`src/rtl/fx_pkg.sv`:
```
`timescale 1ns/1ps
package fx_pkg;
    localparam int unsigned IW      = 16;
    localparam int unsigned LATW    = 2;
    localparam int unsigned PCW     = IW - 2 - LATW;
    localparam int unsigned CNTW    = 16;
    localparam int unsigned BR_BIT  = IW - 1;
    localparam int unsigned TK_BIT  = IW - 2;
    localparam int unsigned LAT_LSB = PCW;

    typedef logic [IW-1:0]   word_t;
    typedef logic [PCW-1:0]  pc_t;
    typedef logic [LATW-1:0] lat_t;
    typedef logic [CNTW-1:0] cnt_t;

    localparam pc_t RESET_PC = '0;

    typedef enum logic {
        POL_HOLD = 1'b0,
        POL_SPEC = 1'b1
    } policy_e;

    typedef struct packed {
        logic is_br;
        logic taken;
        lat_t lat;
        pc_t  target;
    } dec_t;

    function automatic dec_t decode(word_t w);
        dec_t d;
        d.is_br  = w[BR_BIT];
        d.taken  = w[TK_BIT];
        d.lat    = w[LAT_LSB +: LATW];
        d.target = w[PCW-1:0];
        return d;
    endfunction
endpackage

```
`src/rtl/fx_fetch.sv`:
```
`timescale 1ns/1ps
module fx_fetch
    import fx_pkg::*;
(
    input  logic    clk,
    input  logic    rst,
    input  policy_e policy_i,
    input  logic    buf_is_br_i,
    input  logic    ex_br_busy_i,
    input  logic    take_i,
    input  logic    redirect_i,
    input  pc_t     redir_pc_i,
    output logic    issue_o,
    output pc_t     addr_o,
    output logic    buf_valid_o,
    output pc_t     buf_pc_o
);
    pc_t  pc_q;
    pc_t  buf_pc_q;
    logic buf_valid_q;
    logic hold;

    always_comb begin
        hold = (policy_i == POL_HOLD) &&
               ((buf_valid_q && buf_is_br_i) || ex_br_busy_i);
        issue_o = !rst && !redirect_i && !hold && (!buf_valid_q || take_i);
    end

    always_ff @(posedge clk) begin
        if (rst) begin
            pc_q        <= RESET_PC;
            buf_pc_q    <= '0;
            buf_valid_q <= 1'b0;
        end else if (redirect_i) begin
            pc_q        <= redir_pc_i;
            buf_valid_q <= 1'b0;
        end else if (issue_o) begin
            pc_q        <= pc_q + 1'b1;
            buf_pc_q    <= pc_q;
            buf_valid_q <= 1'b1;
        end else if (take_i) begin
            buf_valid_q <= 1'b0;
        end
    end

    assign addr_o      = pc_q;
    assign buf_valid_o = buf_valid_q;
    assign buf_pc_o    = buf_pc_q;


    fill_chk: assert property (@(posedge clk) disable iff (rst)
        issue_o |=> buf_valid_q);


    seq_addr_chk: assert property (@(posedge clk) disable iff (rst)
        ($past(issue_o) && !$past(redirect_i) && issue_o) |-> (addr_o == $past(addr_o) + 1'b1));


    redir_target_chk: assert property (@(posedge clk) disable iff (rst)
        redirect_i |=> (issue_o && addr_o == $past(redir_pc_i)));
endmodule

```
`src/rtl/fx_exec.sv`:
```
`timescale 1ns/1ps
module fx_exec
    import fx_pkg::*;
(
    input  logic  clk,
    input  logic  rst,
    input  logic  buf_valid_i,
    input  word_t buf_word_i,
    input  pc_t   buf_pc_i,
    output logic  take_o,
    output logic  retire_o,
    output pc_t   retire_pc_o,
    output logic  redirect_o,
    output pc_t   redir_pc_o,
    output logic  br_busy_o,
    output logic  busy_o
);
    dec_t bd;
    logic ex_v_q;
    logic ex_br_q;
    logic ex_tk_q;
    pc_t  ex_tgt_q;
    pc_t  ex_pc_q;
    lat_t left_q;
    logic last;

    always_comb begin
        bd         = decode(buf_word_i);
        last       = ex_v_q && (left_q == '0);
        retire_o   = last;
        redirect_o = last && ex_br_q && ex_tk_q;
        take_o     = buf_valid_i && (!ex_v_q || left_q == '0) && !redirect_o;
    end

    always_ff @(posedge clk) begin
        if (rst) begin
            ex_v_q   <= 1'b0;
            ex_br_q  <= 1'b0;
            ex_tk_q  <= 1'b0;
            ex_tgt_q <= '0;
            ex_pc_q  <= '0;
            left_q   <= '0;
        end else if (take_o) begin
            ex_v_q   <= 1'b1;
            ex_br_q  <= bd.is_br;
            ex_tk_q  <= bd.taken;
            ex_tgt_q <= bd.target;
            ex_pc_q  <= buf_pc_i;
            left_q   <= bd.lat;
        end else if (last) begin
            ex_v_q <= 1'b0;
        end else if (ex_v_q) begin
            left_q <= left_q - 1'b1;
        end
    end

    assign retire_pc_o = ex_pc_q;
    assign redir_pc_o  = ex_tgt_q;
    assign br_busy_o   = ex_v_q && ex_br_q;
    assign busy_o      = ex_v_q;


    busy_hold_chk: assert property (@(posedge clk) disable iff (rst)
        (ex_v_q && left_q != '0) |=> (ex_v_q && $stable(ex_pc_q)));


    countdown_chk: assert property (@(posedge clk) disable iff (rst)
        (ex_v_q && left_q != '0) |=> (left_q == $past(left_q) - 1'b1));
endmodule

```
`src/rtl/fx_perf.sv`:
```
`timescale 1ns/1ps
module fx_perf
    import fx_pkg::*;
(
    input  logic clk,
    input  logic rst,
    input  logic retire_i,
    input  logic busy_i,
    output cnt_t instr_count_o,
    output cnt_t idle_count_o
);
    cnt_t ic_q;
    cnt_t idle_q;

    always_ff @(posedge clk) begin
        if (rst) begin
            ic_q   <= '0;
            idle_q <= '0;
        end else begin
            if (retire_i) ic_q   <= ic_q + 1'b1;
            if (!busy_i)  idle_q <= idle_q + 1'b1;
        end
    end

    assign instr_count_o = ic_q;
    assign idle_count_o  = idle_q;


    instr_inc_chk: assert property (@(posedge clk) disable iff (rst)
        retire_i |=> (instr_count_o == $past(instr_count_o) + 1'b1));


    instr_still_chk: assert property (@(posedge clk) disable iff (rst)
        !retire_i |=> $stable(instr_count_o));
endmodule

```
`src/rtl/fx_prefetch_unit.sv`:
```
`timescale 1ns/1ps
module fx_prefetch_unit
    import fx_pkg::*;
(
    input  logic        clk,
    input  logic        rst,
    input  logic        policy_i,
    output logic        imem_req_o,
    output logic [11:0] imem_addr_o,
    input  logic [15:0] imem_data_i,
    output logic        retire_o,
    output logic [11:0] retire_pc_o,
    output logic        redirect_o,
    output logic [11:0] redirect_pc_o,
    output logic [15:0] instr_count_o,
    output logic [15:0] idle_count_o
);
    policy_e pol;
    logic    take;
    logic    buf_valid;
    pc_t     buf_pc;
    logic    ex_br_busy;
    logic    ex_busy;
    logic    redir;
    pc_t     redir_pc;
    logic    buf_is_br;

    assign pol       = policy_e'(policy_i);
    assign buf_is_br = imem_data_i[BR_BIT];

    fx_fetch u_fetch (
        .clk         (clk),
        .rst         (rst),
        .policy_i    (pol),
        .buf_is_br_i (buf_is_br),
        .ex_br_busy_i(ex_br_busy),
        .take_i      (take),
        .redirect_i  (redir),
        .redir_pc_i  (redir_pc),
        .issue_o     (imem_req_o),
        .addr_o      (imem_addr_o),
        .buf_valid_o (buf_valid),
        .buf_pc_o    (buf_pc)
    );

    fx_exec u_exec (
        .clk        (clk),
        .rst        (rst),
        .buf_valid_i(buf_valid),
        .buf_word_i (imem_data_i),
        .buf_pc_i   (buf_pc),
        .take_o     (take),
        .retire_o   (retire_o),
        .retire_pc_o(retire_pc_o),
        .redirect_o (redir),
        .redir_pc_o (redir_pc),
        .br_busy_o  (ex_br_busy),
        .busy_o     (ex_busy)
    );

    fx_perf u_perf (
        .clk          (clk),
        .rst          (rst),
        .retire_i     (retire_o),
        .busy_i       (ex_busy),
        .instr_count_o(instr_count_o),
        .idle_count_o (idle_count_o)
    );

    assign redirect_o    = redir;
    assign redirect_pc_o = redir_pc;


    flush_chk: assert property (@(posedge clk) disable iff (rst)
        redir |=> !buf_valid);


    hold_nowrong_chk: assert property (@(posedge clk) disable iff (rst)
        (pol == POL_HOLD && $past(pol) == POL_HOLD && $past(take && buf_is_br)) |-> !buf_valid);
endmodule

```
`config.mk`:
```
export PLATFORM = sky130hd
export DESIGN_NAME = fx_prefetch_unit
export DESIGN_NICKNAME = d
export VERILOG_FILES = /design/src/rtl/fx_pkg.sv /design/src/rtl/fx_fetch.sv /design/src/rtl/fx_exec.sv /design/src/rtl/fx_perf.sv /design/src/rtl/fx_prefetch_unit.sv
export SDC_FILE = /design/constraint.sdc
export NUM_CORES = 1
export LEC_CHECK = 0
export CORE_ASPECT_RATIO = 0.7
export CORE_UTILIZATION = 57
export DETAILED_ROUTE_END_ITERATION = 10
export DONT_BUFFER_PORTS = 1
export PLACE_DENSITY_LB_ADDON = 0.15
export SYNTH_ARGS = -nofsm -noshare
export SYNTH_HDL_FRONTEND = slang
export SYNTH_HIERARCHICAL = 1
export SYNTH_SLANG_ARGS = --single-unit
```
`constraint.sdc`:
```
create_clock -name clk -period 2.05 [get_ports clk]
set_input_delay 0.1025 -clock clk [delete_from_list [all_inputs] [get_ports clk]]
set_output_delay 0.1025 -clock clk [all_outputs]
set_load 0.02 [all_outputs]
```
==> reports/results.txt <==
H-tree levels -> 3
largest area contributor in the synthesized netlist -> dfxtp_1
Reg clk slew, reported paths -> 90 ps
Die Span Y -> 75.3 um
Vias/cell -> 5.88
Slew HR -> 68.5%
worst slew pin tran -> 472 ps
initial detailed-routing violation count -> 193
unrepaired setup endpoints after global routing -> no
first-pass GRT wire length -> 16.1 mm
Synth Register Bits -> 86
CP max FO -> 5
DRC Markers -> 0
vias in the first global route -> 3139
PortBufs -> 0
Mapped Nets -> 460
Rows -> 26
register area share after synthesis -> 39.4%
reg2reg start -> u_exec/left_q[1]
# Max-Cap Violations -> 0
starting density of the core -> 59.5%
DR WL/cell -> 17.5 um
minimum clock period -> 1960 ps
Cells after Synth -> 437
cell-internal power -> 2.65 mW
Placer Congestion -> 0.772
post-route insts no fill -> 577
Comb pwr share -> 16.2%
clk root buf -> clkbuf_8
area occupied by multi-input gates -> 2390 um^2
synth unique cells -> 56
CP Launch Type -> flop
Critical Path End Type -> flop
Place WS -> 49.9 ps
storage element area -> 1720 um^2
Hold WS -> 14.6 ps
Core Util, Final -> 68.7%
IR drop worst, VDD -> 0.000528 V
Final nets -> 497
Layout Skew -> 11.0 ps
die width -> 107 um
maximum clock rate -> 509 MHz
P_leak -> 1.83 nW
P_sw -> 1.08 mW
FILL cells -> 603
I/O pins -> 90
CTS tree -> built
Yosys top cell area share -> 39.4%
Arrival @ worst endpoint -> 2260 ps
router iterations before antenna repair -> 4
hold depth -> 3
synth warn -> 6
synth cell count leaders -> dfxtp_1 (86), nor2_1 (49), o211ai_1 (31)
fraction of registers with async set/reset -> 0%
ys flop type -> dfxtp_1
number of cells after detailed placement -> 529
routed wire length -> 10.1 mm
gr ovfl total -> 0
Min-Delay Endpoint -> u_exec/left_q[0]
initial antenna violation count -> 0
type of the worst min-delay path -> in -> reg
R2R setup slack -> 90 ps
area delta synth->final -> 15.5%
Final Hold Vio Count -> 0
run status -> completed
PnR worst setup slack -> 86.6 ps
power share of the clock group -> 35.5%
sw frac -> 28.9%
Hold Crit Start -> imem_data_i[12]
Slew Limit Fails -> 0
HPWL Detailed -> 6.57 mm
pwr dens -> 737 nW/um^2
Finish-stage setup viols -> 0
routed vias -> 3391
top cells by area, synth -> dfxtp_1 (39%), o211ai_2 (5.4%), o211ai_1 (5.3%)
R2R depth -> 9
Worst EP required -> 2350 ps
Sink Count -> 86
ANT nets after route -> 0
die area -> 8030 um^2
Tcrit/Tclk final -> 95.8%
sequential power share -> 48.4%
top-count cell post-synth -> dfxtp_1
Avg Synthesized Cell Area -> 10.0 um^2
core region area -> 7350 um^2
total track usage -> 26.0%
Ant. Diodes -> 0
CTS buffer count -> 9
Max Root-Sink Buffers -> 2
Worst-Skew Late Latency -> 360 ps
largest net degree at the start of global routing -> 82
reg2reg end -> u_fetch/addr_o[11]
WS Path Type -> reg -> reg
EDFF count, synth -> 0
Mapped Area -> 4370 um^2
share of cells above drive strength 1 -> 28.0%
==> power groups by stage <==
| stage | clock, mW | combinational (mW) | sequential [mW] |
|---|---|---|---|
| after floorplan | 0 | 0.381 | 1.88 |
| after global placement | 0 | 0.484 | 1.84 |
| after detailed placement | 0 | 0.495 | 1.84 |
| after CTS | 1.35 | 0.577 | 1.80 |
| after global routing | 1.41 | 0.648 | 1.81 |
| final | 1.32 | 0.602 | 1.80 |
==> critical path: stages (launching register included) <==
cell and delay [ps]:
dfxtp_2 330, inv_2 60, ha_4 140, a21boi_4 190, o21ai_2 100, inv_2 80
nand2b_4 170, nand4_4 130, or4_1 520, a31oi_1 170
==> logic make-up after synthesis <==
logic type               synth area share (%)
adder cells (fa/ha/maj)                  1.14
AO/OA/AOI/OAI                            22.1
buffers and inverters                    7.04
AND/OR/NAND/NOR                          21.1
flip-flops                               39.4
XOR/XNOR                                 5.61
multiplexers                             3.69
==> layer usage <==
metal	track usage [%]	share of wire, %	up-vias	wire length (um)
met5	0	0	-	0
met4	7.15	0.97	0	98
met3	8.23	6.9	8	700
met2	40.1	44	92	4410
met1	35.5	48	1618	4900
li1	-	-	1673	-
==> registers in the layout (all words and copies together) (netlist names) <==
name	count
u_exec/busy_o	1
u_exec/ex_br_q	1
u_exec/ex_tk_q	1
u_exec/left_q	2
u_exec/redir_pc_o	12
u_exec/retire_pc_o	12
u_fetch/addr_o	12
u_fetch/buf_pc_o	12
u_fetch/buf_valid_o	1
u_perf/idle_count_o	16
u_perf/instr_count_o	16
==> repair_timing <==
action / in CTS / in global routing
endpoints found under the setup margin: 1 / 18
hold buffers: 23 / 0
cloned: 0 / 1
gates resized for setup: 4 / 4
pin swaps: 2 / 1
endpoints found under the hold margin: 86 / 0
buffers inserted: 4 / 4
==> placed cells by master, fill, tap and decap left out, types with 7 or more instances in the layout <==
cell,count
dfxtp_1,84
nor2_1,49
buf_4,32
o211ai_1,31
dlygate4sd3_1,22
o211ai_2,19
a21oi_2,19
xnor2_1,19
mux2i_1,15
nand2_1,14
a21oi_1,14
inv_1,11
nand3_1,10
clkbuf_8,9
xor2_1,9
nor3_1,9
nand4_1,7
==> stage by stage <==
| step | cell area (um^2) | total power, mW | setup TNS [ps] |
|---|---|---|---|
| after floorplan | 4400 | 2.26 | -7.17 |
| after global placement | 4480 | 2.32 | 0 |
| after detailed placement | 4480 | 2.34 | 0 |
| after CTS | 4990 | 3.72 | 0 |
| after global routing | 5050 | 3.87 | 0 |
| final | 5050 | 3.73 | 0 |
==> how the worst max path moves through the flow <==
| stage | from | endpoint | slack [ps] |
|---|---|---|---|
| floorplan | u_exec/left_q[1] | u_fetch/addr_o[9] | -5 |
| global placement | u_exec/left_q[1] | u_fetch/addr_o[11] | 110 |
| detailed placement | u_exec/left_q[1] | u_fetch/addr_o[10] | 50 |
| CTS | u_exec/left_q[1] | imem_req_o | 50 |
| global route | u_exec/left_q[1] | u_fetch/addr_o[10] | 2 |
| finish | u_exec/left_q[1] | u_fetch/addr_o[11] | 90 |
==> cell type report <==
class / count / share of cell area [%]
sequential: 86 / 34.1
clock buffer: 9 / 2.45
timing repair buffer: 57 / 10.3
tap: 98 / 2.43
clock inverter: 7 / 1.96
multi-input combinational: 303 / 47.4
inverter: 17 / 1.41
No activity file was read; power rests on OpenSTA's default activity.
